### src/rtl/byte_mult_seq.sv
module byte_mult_seq #(
  parameter int W  = 8,
  parameter int FW = 4
) (
  input  logic          clk,
  input  logic          rst_n,
  input  logic          start_i,
  input  logic          signed_i,
  input  logic [W-1:0]  opa_i,
  input  logic [W-1:0]  opb_i,
  output logic          busy_o,
  output logic          done_o,
  output logic [W-1:0]  prod_hi_o,
  output logic [W-1:0]  prod_lo_o,
  input  logic          flags_we_i,
  input  logic [FW-1:0] flags_d_i,
  output logic [FW-1:0] flags_o
);
  localparam int PW = 2 * W;

  typedef enum logic [2:0] {
    S_IDLE, S_MUL, S_TSTB, S_SUBA, S_TSTA, S_SUBB, S_DONE
  } st_t;

  st_t           st_q;
  logic [W-1:0]  a_q, b_q;
  logic          neg_q;
  logic          accept;
  logic [W-1:0]  mx, my;
  logic [PW-1:0] prod;

  assign busy_o = (st_q != S_IDLE) && (st_q != S_DONE);
  assign done_o = (st_q == S_DONE);
  assign accept = start_i && !busy_o;

  assign mx   = (st_q == S_MUL) ? a_q : opa_i;
  assign my   = (st_q == S_MUL) ? b_q : opb_i;
  assign prod = PW'(mx) * PW'(my);

  always_ff @(posedge clk or negedge rst_n) begin
    if (!rst_n) begin
      st_q      <= S_IDLE;
      a_q       <= '0;
      b_q       <= '0;
      neg_q     <= 1'b0;
      prod_hi_o <= '0;
      prod_lo_o <= '0;
    end else if (accept) begin
      a_q <= opa_i;
      b_q <= opb_i;
      if (signed_i) begin
        st_q <= S_MUL;
      end else begin
        {prod_hi_o, prod_lo_o} <= prod;
        st_q <= S_DONE;
      end
    end else begin
      case (st_q)
        S_MUL: begin
          {prod_hi_o, prod_lo_o} <= prod;
          st_q <= S_TSTB;
        end
        S_TSTB: begin
          neg_q <= b_q[W-1];
          st_q  <= S_SUBA;
        end
        S_SUBA: begin
          if (neg_q) prod_hi_o <= prod_hi_o - a_q;
          st_q <= S_TSTA;
        end
        S_TSTA: begin
          neg_q <= a_q[W-1];
          st_q  <= S_SUBB;
        end
        S_SUBB: begin
          if (neg_q) prod_hi_o <= prod_hi_o - b_q;
          st_q <= S_DONE;
        end
        S_DONE:  st_q <= S_IDLE;
        default: st_q <= S_IDLE;
      endcase
    end
  end

  always_ff @(posedge clk or negedge rst_n) begin
    if (!rst_n)          flags_o <= '0;
    else if (flags_we_i) flags_o <= flags_d_i;
  end

  AST_UNS_PRODUCT: assert property (@(posedge clk) disable iff (!rst_n)
    (start_i && !busy_o && !signed_i) |=>
      (done_o && {prod_hi_o, prod_lo_o} == PW'($past(opa_i)) * PW'($past(opb_i))));
  AST_SGN_PRODUCT: assert property (@(posedge clk) disable iff (!rst_n)
    (st_q == S_SUBB) |=>
      ($signed({prod_hi_o, prod_lo_o}) == PW'($signed(a_q) * $signed(b_q))));
  AST_BUSY_NO_DONE: assert property (@(posedge clk) disable iff (!rst_n)
    busy_o |-> !done_o);
  AST_LO_KEEP: assert property (@(posedge clk) disable iff (!rst_n)
    (st_q == S_TSTB || st_q == S_SUBA || st_q == S_TSTA || st_q == S_SUBB) |=>
      $stable(prod_lo_o));
  AST_BUSY_IGNORE: assert property (@(posedge clk) disable iff (!rst_n)
    (busy_o && start_i) |=> ($stable(a_q) && $stable(b_q)));
  AST_DONE_PULSE: assert property (@(posedge clk) disable iff (!rst_n)
    (done_o && !start_i) |=> !done_o);
  AST_FLAGS_HOLD: assert property (@(posedge clk) disable iff (!rst_n)
    !flags_we_i |=> $stable(flags_o));
endmodule

### config.mk
export PLATFORM = sky130hd
export DESIGN_NAME = byte_mult_seq
export DESIGN_NICKNAME = d
export VERILOG_FILES = /design/src/rtl/byte_mult_seq.sv
export SDC_FILE = /design/constraint.sdc
export NUM_CORES = 1
export LEC_CHECK = 0
export ABC_AREA = 1
export BUFFER_PORTS_ARGS = -buffer_cell sky130_fd_sc_hd__buf_2
export CORE_MARGIN = 2
export CORE_UTILIZATION = 45
export DETAILED_ROUTE_END_ITERATION = 6
export MAX_ROUTING_LAYER = met4
export PLACE_DENSITY = 0.71
export SLEW_MARGIN = 0
export SYNTH_ARGS = -nofsm -noshare
export SYNTH_HDL_FRONTEND = slang
export SYNTH_SLANG_ARGS = --single-unit
### constraint.sdc
create_clock -name clk -period 5.85 [get_ports clk]
set_clock_uncertainty 0.05 [all_clocks]
set_input_delay 0.8775 -clock clk [delete_from_list [all_inputs] [get_ports clk]]
set_output_delay 0.8775 -clock clk [all_outputs]
set_load 0.01 [all_outputs]
==> flow_summary.json, run 1 <==
{
  "rsz0062_at_grt": "false",
  "synth_seq_area_share_pct": 22.34,
  "synth_top_flop_cell": "dfrtp_1",
  "die_x_um": 103.8,
  "finalHoldViolCount": 0,
  "hold_start": "prod_lo_o[0]$_DFFE_PN0P_",
  "vias_per_cell": 4.926,
  "timing.fmax_mhz": 187.0,
  "critPathLaunch": "st_q[2]$_DFF_PN0_",
  "clock_latency_ns": 0.30,
  "drive_gt1_share_pct": 10.93,
  "via_count": 3946,
  "io_pins": 47,
  "grt-ovfl-total": 0,
  "synth_area_per_cell_sq_um": 7.180,
  "outcome": "finished clean",
  "ys_ff_latch": 40,
  "clock-sinks": 40,
  "cp.required_ns": 6.00,
  "tightest_slew_ns": 0.9580,
  "drv_slew": 0,
  "remaining_drc_errors": 0,
  "setup_viol": 0,
  "drtPass1Iterations": 4,
  "grt_pass1_wl_um": 18870,
  "diodes": 0,
  "io_buffer_count": 46,
  "path_class": "reg2reg",
  "htree_levels": 2,
  "rows": 36,
  "ys_async_sr_fraction_pct": 100.0,
  "cts_buffers": 5,
  "slew_headroom_pct": 36.13,
  "gp_congestion": 0.8545,
  "crit_arrival_ns": 5.49,
  "finalCritPeriodShare_pct": 91.39,
  "clk_pin_slew_worst_paths_ns": 0.10,
  "die-area_sq_mm": 0.01077,
  "drt_wl_total_um": 10970,
  "antenna_found_initial": 0,
  "ys_top_cells_by_area": "dfrtp_1 22%, fa_1 17%, nand2_1 13%, ha_1 12%, inv_1 10%",
  "setup_tns_ns": 0,
  "first_iter_violations": 258,
  "area_growth_syn_to_layout_pct": 10.22,
  "synth_cells": 624,
  "drv_cap": 0,
  "cts_buffer_depth": 2,
  "post_cts_buffers": 0,
  "synthesis.area_sq_mm": 0.004481,
  "finalCriticalPeriod_ns": 5.346,
  "place_hpwl_um": 9212,
  "synth-edff-count": 0,
  "worst_setup_path_start_kind": "flip-flop",
  "hold_buffers": 0,
  "grt_use_total_pct": 22.18,
  "die_h_um": 103.8,
  "grt_pass1_vias": 3880,
  "synthDistinctLibCells": 30,
  "wl_per_cell_um": 13.69,
  "start_util_pct": 46.05,
  "worst_setup_path_end_kind": "flip-flop",
  "yosys_warnings": 0,
  "timing.rr.start": "st_q[2]$_DFF_PN0_",
  "grt_max_degree": 41,
  "cts_root_buffer": "clkbuf_8",
  "cts_resized": 0,
  "synth_top_area_cell": "dfrtp_1",
  "core_area_sq_mm": 0.009729,
  "synth_top_cell_area_share_pct": 22.34,
  "antenna_left": 0,
  "cp_max_fo": 24,
  "cts_tree": "yes",
  "fillers": 998,
  "syn-num-nets": 730,
  "min_path_type": "reg2reg",
  "final_nets": 773
}
registers in the layout, indices dropped and copies added, names as in the netlist:
register	flops
flags_o	4
a_q	8
b_q	8
st_q	3
prod_lo_o	8
prod_hi_o	8
neg_q	1
per-stage QoR:
step	hold WS (ns)	utilization, %	instances	cell area (sq um)	setup slack [ns]
after floorplan	0.4288	-	624	4481	1.299
after global placement	0.4349	49.58	793	4823	0.6426
after detailed placement	0.4433	49.58	793	4823	0.5657
after CTS	0.4619	50.76	801	4938	0.5196
after global routing	0.4755	50.76	801	4938	0.06314
final	0.4598	50.76	801	4938	0.5036
layer usage:
layer	GRT usage, %	share of wire, %	vias up
li1	-	-	1998
met1	30.72	47	1866
met2	35.95	48	76
met3	2.454	4.2	6
met4	3.861	0.83	0
met5	-	0	-
Yosys cell counts (4+ instances only):
library cell and instances:
nand2_1 159, inv_1 123, nor2_1 73, ha_1 44
nand3_1 43, dfrtp_1 40, fa_1 37, a21oi_1 31
o21ai_0 17, o21ai_1 11, buf_2 7, xor2_1 7
inv_2 4, mux2_2 4, nand4_1 4
worst max-delay path, cell delays in order (launching register included):
cell and delay [ns]:
dfrtp_1 0.45, inv_1 0.15, nand3_2 0.35, o21ai_0 0.49, inv_1 0.21, nor2_1 0.22
fa_1 0.47, fa_1 0.52, fa_1 0.55, inv_1 0.06, fa_1 0.53, inv_1 0.04
ha_1 0.36, nand2_1 0.09, nor2_1 0.17, nand2_1 0.07, nand2_1 0.12, nand2_1 0.09
nand3_1 0.08, nand3_1 0.08, nand2_1 0.06, nand2_1 0.04
cell usage in the layout (no fill, tap or decap), types with 2 or more instances in the layout:
| cell type | n |
|---|---|
| clkbuf_8 | 5 |
| nand4_1 | 4 |
| o21ai_1 | 11 |
| nor2_1 | 73 |
| fa_1 | 37 |
| a21oi_2 | 2 |
| xor2_1 | 7 |
| nand3_1 | 43 |
| o21ai_0 | 17 |
| ha_1 | 44 |
| nand2_1 | 159 |
| buf_2 | 46 |
| nand3_2 | 2 |
| inv_1 | 123 |
| dfrtp_1 | 40 |
| mux2_2 | 4 |
| xnor2_1 | 2 |
| inv_2 | 4 |
| nand2_2 | 2 |
| a21oi_1 | 31 |
path summary, 6_finish.rpt:
| path | slack, ns | depth (start not counted) | endpoint |
|---|---|---|---|
| worst max register to register | 0.50 | 21 | prod_hi_o[4]$_DFFE_PN0P_ |
| min in group asynchronous | 0.67 | 1 | a_q[1]$_DFFE_PN0P_ |
| worst min-delay path | 0.46 | 2 | prod_lo_o[0]$_DFFE_PN0P_ |
| worst max-delay path | 0.50 | 21 | prod_hi_o[4]$_DFFE_PN0P_ |
| max in group asynchronous | 4.47 | 1 | b_q[7]$_DFFE_PN0P_ |
| worst min register to register | 0.46 | 2 | prod_lo_o[0]$_DFFE_PN0P_ |
layout make-up:
| class | instances | area, sq um | share of cell area (%) |
|---|---|---|---|
| clock buffer | 5 | 68.82 | 1.393 |
| timing repair buffer | 47 | 237.7 | 4.814 |
| multi-input combinational | 446 | 2942 | 59.56 |
| tap | 133 | 166.4 | 3.370 |
| inverter | 127 | 476.7 | 9.653 |
| sequential | 40 | 1001 | 20.27 |
| clock inverter | 3 | 46.29 | 0.9374 |
cell families (layout without fill, tap and decap cells):
| logic type | Yosys count | count (layout) | synth area share [%] |
|---|---|---|---|
| adders and majority gates | 81 | 81 | 28.82 |
| xor gates and xnor gates | 9 | 9 | 1.759 |
| buffers and inverters | 138 | 182 | 12.01 |
| AOI/OAI and AO/OA | 64 | 64 | 7.512 |
| muxes | 4 | 4 | 1.005 |
| DFF | 40 | 40 | 22.34 |
| and+or+nand+nor | 288 | 288 | 26.56 |
Power of run 1 is not shown: default switching activity piles up to over one toggle a cycle in this logic, so the estimate is an artifact.
==> run 2: changes to the inputs <==
Settings changed: ABC_AREA 1 to unset.
==> flow_summary.json, run 2 <==
{
  "outcome": "finished clean",
  "hold_depth": 2,
  "die_x_um": 102.4,
  "place_hpwl_um": 7953,
  "start_util_pct": 46.67,
  "slew_headroom_pct": 39.23,
  "post_cts_buffers": 0,
  "worstHoldEndpoint": "prod_lo_o[4]$_DFFE_PN0P_",
  "clock-sinks": 40,
  "wl_per_cell_um": 16.14,
  "clock_latency_ns": 0.30,
  "area_growth_syn_to_layout_pct": 13.80,
  "cts_tree": "yes",
  "worst_setup_path_start_kind": "flip-flop",
  "io_pins": 47,
  "antenna_found_initial": 0,
  "drive_gt1_share_pct": 25.15,
  "rr_endpoint": "prod_hi_o[7]$_DFFE_PN0P_",
  "cp_max_fo": 17,
  "ys_top_cells_by_count": "66 x nor2_1, 53 x inv_1, 44 x ha_1",
  "via_count": 3350,
  "drv_slew": 0,
  "vias_per_cell": 5.351,
  "rr_worst_depth": 18,
  "remaining_drc_errors": 0,
  "rsz0062_at_grt": "false",
  "crit_arrival_ns": 5.71,
  "synth_area_per_cell_sq_um": 9.893,
  "mostFrequentLayoutCells": "66 x nor2_1, 53 x inv_1, 46 x buf_2",
  "tightest_slew_ns": 0.9116,
  "htree_levels": 2,
  "ys_async_sr_fraction_pct": 100.0,
  "finalHoldViolCount": 0,
  "gp_congestion": 0.8531,
  "hold_start": "prod_lo_o[4]$_DFFE_PN0P_",
  "synthesis.area_sq_mm": 0.004353,
  "worst_setup_path_end_kind": "flip-flop",
  "synth.most_common_cell": "nor2_1",
  "synth_top_area_cell": "dfrtp_1",
  "drt_wl_total_um": 10100,
  "cts_root_buffer": "clkbuf_8",
  "yosys_warnings": 0,
  "synth_seq_area_share_pct": 23.00,
  "ys_top_cells_by_area": "dfrtp_1 23%, fa_1 17%, ha_1 13%, mux2_2 6.2%, nor2_1 5.7%",
  "finalCritPeriodShare_pct": 94.54,
  "core_area_sq_mm": 0.009328,
  "synth_top_flop_cell": "dfrtp_1",
  "drv_cap": 0,
  "hold_buffers": 0,
  "rows": 35,
  "clk_pin_slew_worst_paths_ns": 0.09,
  "timing.fmax_mhz": 180.8,
  "grt_pass1_vias": 3482,
  "synthDistinctLibCells": 58,
  "io_buffer_count": 46,
  "grt-ovfl-total": 0,
  "fillers": 847,
  "final_nets": 602,
  "rrSetupSlack_ns": 0.32,
  "path_class": "reg2reg",
  "die-area_sq_mm": 0.01048,
  "cts_resized": 0,
  "cts_buffers": 5,
  "die_h_um": 102.4,
  "synth_top_cell_area_share_pct": 23.00,
  "timing.rr.start": "st_q[1]$_DFF_PN0_",
  "ys_ff_latch": 40,
  "cp.required_ns": 6.03,
  "min_path_type": "reg2reg",
  "grt_pass1_wl_um": 17120,
  "antenna_left": 0,
  "cts_buffer_depth": 2,
  "diodes": 0,
  "grt_use_total_pct": 21.49,
  "final_common_cell": "nor2_1",
  "finalCriticalPeriod_ns": 5.530,
  "setup_viol": 0,
  "synth-edff-count": 0,
  "first_iter_violations": 120,
  "grt_max_degree": 41,
  "synth_cells": 440,
  "syn-num-nets": 546,
  "drtPass1Iterations": 5,
  "setup_tns_ns": 0
}
run 2: cell count changes after synthesis, sizes merged, moves of 8 or more:
cell   delta
o21ai    -11
nor2      -8
inv      -73
nand2   -143
or2      +16
a21oi    -16
mux2     +20
nand3    -43
mux2i    +24
run 2: cell families after synthesis:
| family | count (synthesis) | synth area share (%) |
|---|---|---|
| AO/OA/AOI/OAI | 64 | 11.64 |
| XOR/XNOR | 15 | 3.018 |
| adder cells (fa/ha/maj) | 81 | 29.66 |
| buffers and inverters | 63 | 6.180 |
| flip-flops | 40 | 23.00 |
| multiplexers | 48 | 12.24 |
| AND/OR/NAND/NOR | 129 | 14.26 |
run 2: metal layers:
| metal | up-vias | wire, um | global-route usage [%] |
|---|---|---|---|
| met5 | - | 0 | - |
| met4 | 0 | 115 | 4.410 |
| met3 | 12 | 406 | 2.531 |
| met2 | 76 | 5028 | 35.02 |
| met1 | 1669 | 4550 | 29.12 |
| li1 | 1593 | - | - |
run 2: layout make-up:
cell class	count	area (sq um)	share of cell area (%)
clock buffer	5	68.82	1.389
clock inverter	3	46.29	0.9346
inverter	54	205.2	4.142
multi-input combinational	337	3137	63.32
sequential	40	1002	20.23
tap	129	161.4	3.258
timing repair buffer	58	332.8	6.719
run 2: how the worst max path moves through the flow:
stage	slack, ns	startpoint	depth (start not counted)	end
after CTS	0.13	st_q[0]$_DFF_PN0_	19	prod_hi_o[7]$_DFFE_PN0P_
final	0.32	st_q[1]$_DFF_PN0_	18	prod_hi_o[7]$_DFFE_PN0P_
after floorplan	0.51	st_q[1]$_DFF_PN0_	20	prod_hi_o[7]$_DFFE_PN0P_
after global routing	0.02	st_q[1]$_DFF_PN0_	20	prod_hi_o[4]$_DFFE_PN0P_
after global placement	0.33	st_q[0]$_DFF_PN0_	18	prod_hi_o[7]$_DFFE_PN0P_
after detailed placement	0.12	st_q[0]$_DFF_PN0_	19	prod_hi_o[7]$_DFFE_PN0P_
run 2: critical path, stage by stage (launching register included):
cell and delay, ns:
dfrtp_1 0.50, nor3_4 0.24, buf_12 0.23, mux2i_2 0.48, nor2_1 0.14, fa_1 0.57, fa_1 0.44, fa_1 0.54
inv_1 0.05, fa_1 0.52, inv_1 0.04, ha_1 0.35, or2_4 0.30, a21oi_4 0.19, a31oi_4 0.08, a311oi_2 0.30
xnor2_1 0.16, o22ai_2 0.09, nor3b_2 0.18
run 2: stage by stage:
step / worst slack, ns / cell area (sq um) / std cells / hold WS, ns / util (%)
3_5_place_dp: 0.1238 / 4790 / 618 / 0.4191 / 51.35
2_1_floorplan: 0.5059 / 4353 / 440 / 0.4461 / -
4_1_cts: 0.1265 / 4905 / 626 / 0.4395 / 52.58
3_3_place_gp: 0.3339 / 4790 / 618 / 0.4063 / 51.35
5_1_grt: 0.02405 / 4954 / 626 / 0.4567 / 53.11
6_report: 0.3195 / 4954 / 626 / 0.4327 / 53.11
Power of run 2 is left out for the same reason.
==> run 3: changes to the inputs <==
Settings changed: MAX_ROUTING_LAYER met4 to unset.
Clock period 5.85 ns to 7.2 ns, I/O delays scaled along.
==> flow_summary.json, run 3 (synthesized netlist as in run 2, its figures left out) <==
{
  "crit_family": "adder cells",
  "grt_use_total_pct": 20.35,
  "io_pins": 47,
  "path_buf_inv": 3,
  "vias_per_cell": 5.254,
  "hold_buffers": 0,
  "gp_congestion": 0.8733,
  "path_class": "reg2reg",
  "cts_tree": "yes",
  "remaining_drc_errors": 0,
  "finalCritPeriodShare_pct": 85.82,
  "drive_gt1_share_pct": 23.67,
  "finalHoldViolCount": 0,
  "tightest_slew_ns": 0.9195,
  "start_util_pct": 46.67,
  "grt_max_degree": 41,
  "rows": 35,
  "grt_pass1_vias": 3488,
  "antenna_found_initial": 0,
  "first_iter_violations": 177,
  "critPathMostFrequentCell": "fa_1",
  "critPathSlowestCell": "nor3_4",
  "grt-ovfl-total": 0,
  "drv_cap": 0,
  "cts_root_buffer": "clkbuf_8",
  "fillers": 859,
  "clock-sinks": 40,
  "min_path_type": "reg2reg",
  "post_cts_buffers": 0,
  "grt_pass1_wl_um": 16690,
  "worst_setup_path_end_kind": "flip-flop",
  "io_buffer_count": 46,
  "setup_tns_ns": 0,
  "cp_max_fo": 13,
  "outcome": "finished clean",
  "diodes": 0,
  "cts_buffers": 5,
  "rsz0062_at_grt": "false",
  "highest_layer": "met4",
  "worst_setup_path_start_kind": "flip-flop",
  "wl_met1_um": 4515,
  "final_nets": 596,
  "cp.required_ns": 7.37,
  "drv_slew": 0,
  "final_common_cell": "nor2_1",
  "slew_headroom_pct": 38.70,
  "place_hpwl_um": 7859,
  "drt_wl_total_um": 9751,
  "via_count": 3252,
  "wl_per_cell_um": 15.75,
  "timing.fmax_mhz": 161.8,
  "critPathMaxStageDelay_ns": 0.76,
  "die_h_um": 102.4,
  "finalCriticalPeriod_ns": 6.179,
  "crit_arrival_ns": 6.35,
  "wl_met2_um": 4808,
  "antenna_left": 0,
  "htree_levels": 2,
  "core_area_sq_mm": 0.009328,
  "die-area_sq_mm": 0.01048,
  "cts_buffer_depth": 2,
  "drtPass1Iterations": 4,
  "cts_resized": 0,
  "die_x_um": 102.4,
  "setup_viol": 0,
  "dr_wl_met3_um": 304,
  "clock_latency_ns": 0.30,
  "cp_cell_sequence": "nor3_4 -> buf_4 -> mux2i_1 -> nor2_1 -> fa_1 -> fa_1 -> fa_1 -> inv_1 -> fa_1 -> inv_1 -> ha_1 -> a21oi_1 -> a31oi_4 -> a311oi_2 -> xnor2_1 -> o22ai_2 -> nor3b_2",
  "clk_pin_slew_worst_paths_ns": 0.09,
  "mostFrequentLayoutCells": "66 x nor2_1, 53 x inv_1, 46 x buf_2",
  "area_growth_syn_to_layout_pct": 10.58
}
run 3: final timing paths:
check	depth (start not counted)	startpoint	slack [ns]	to
worst min register to register	2	prod_lo_o[7]$_DFFE_PN0P_	0.43	prod_lo_o[7]$_DFFE_PN0P_
worst max register to register	17	st_q[2]$_DFF_PN0_	1.02	prod_hi_o[7]$_DFFE_PN0P_
max in group asynchronous	1	rst_n	5.67	a_q[4]$_DFFE_PN0P_
worst min-delay path	2	prod_lo_o[7]$_DFFE_PN0P_	0.43	prod_lo_o[7]$_DFFE_PN0P_
worst max-delay path	17	st_q[2]$_DFF_PN0_	1.02	prod_hi_o[7]$_DFFE_PN0P_
min in group asynchronous	1	rst_n	0.86	st_q[2]$_DFF_PN0_
run 3: through the flow:
stage | hold WS, ns | utilization, % | instance area, sq um | worst slack, ns | instances
after floorplan | 0.4461 | - | 4353 | 1.856 | 440
after global placement | 0.4058 | 50.73 | 4732 | 1.240 | 612
after detailed placement | 0.4162 | 50.73 | 4732 | 1.052 | 612
after CTS | 0.4343 | 51.60 | 4813 | 1.032 | 619
after global routing | 0.4674 | 51.60 | 4813 | 0.6716 | 619
final | 0.4278 | 51.60 | 4813 | 1.021 | 619
run 3: area by class of cell:
type	count	area, sq um	share of cell area (%)
clock buffers	5	68.82	1.430
clock inverters	2	12.51	0.2599
inverters	54	205.2	4.263
multi-input cells	337	3089	64.18
flip-flops and latches	40	1001	20.80
well taps	129	161.4	3.353
repair buffers	52	275.3	5.719
run 3: worst min-delay path: stages, from the launching register on:
cell     delay, ns
dfrtp_1       0.34
nand2_1       0.04
o21ai_0       0.06
run 3: routing by layer:
layer / vias up / GRT usage [%]
met1: 1600 / 27.77
li1: 1575 / -
met2: 68 / 35.22
met4: 0 / 4.513
met3: 9 / 1.984
met5: - / 0
Power of run 3 is left out for the same reason.
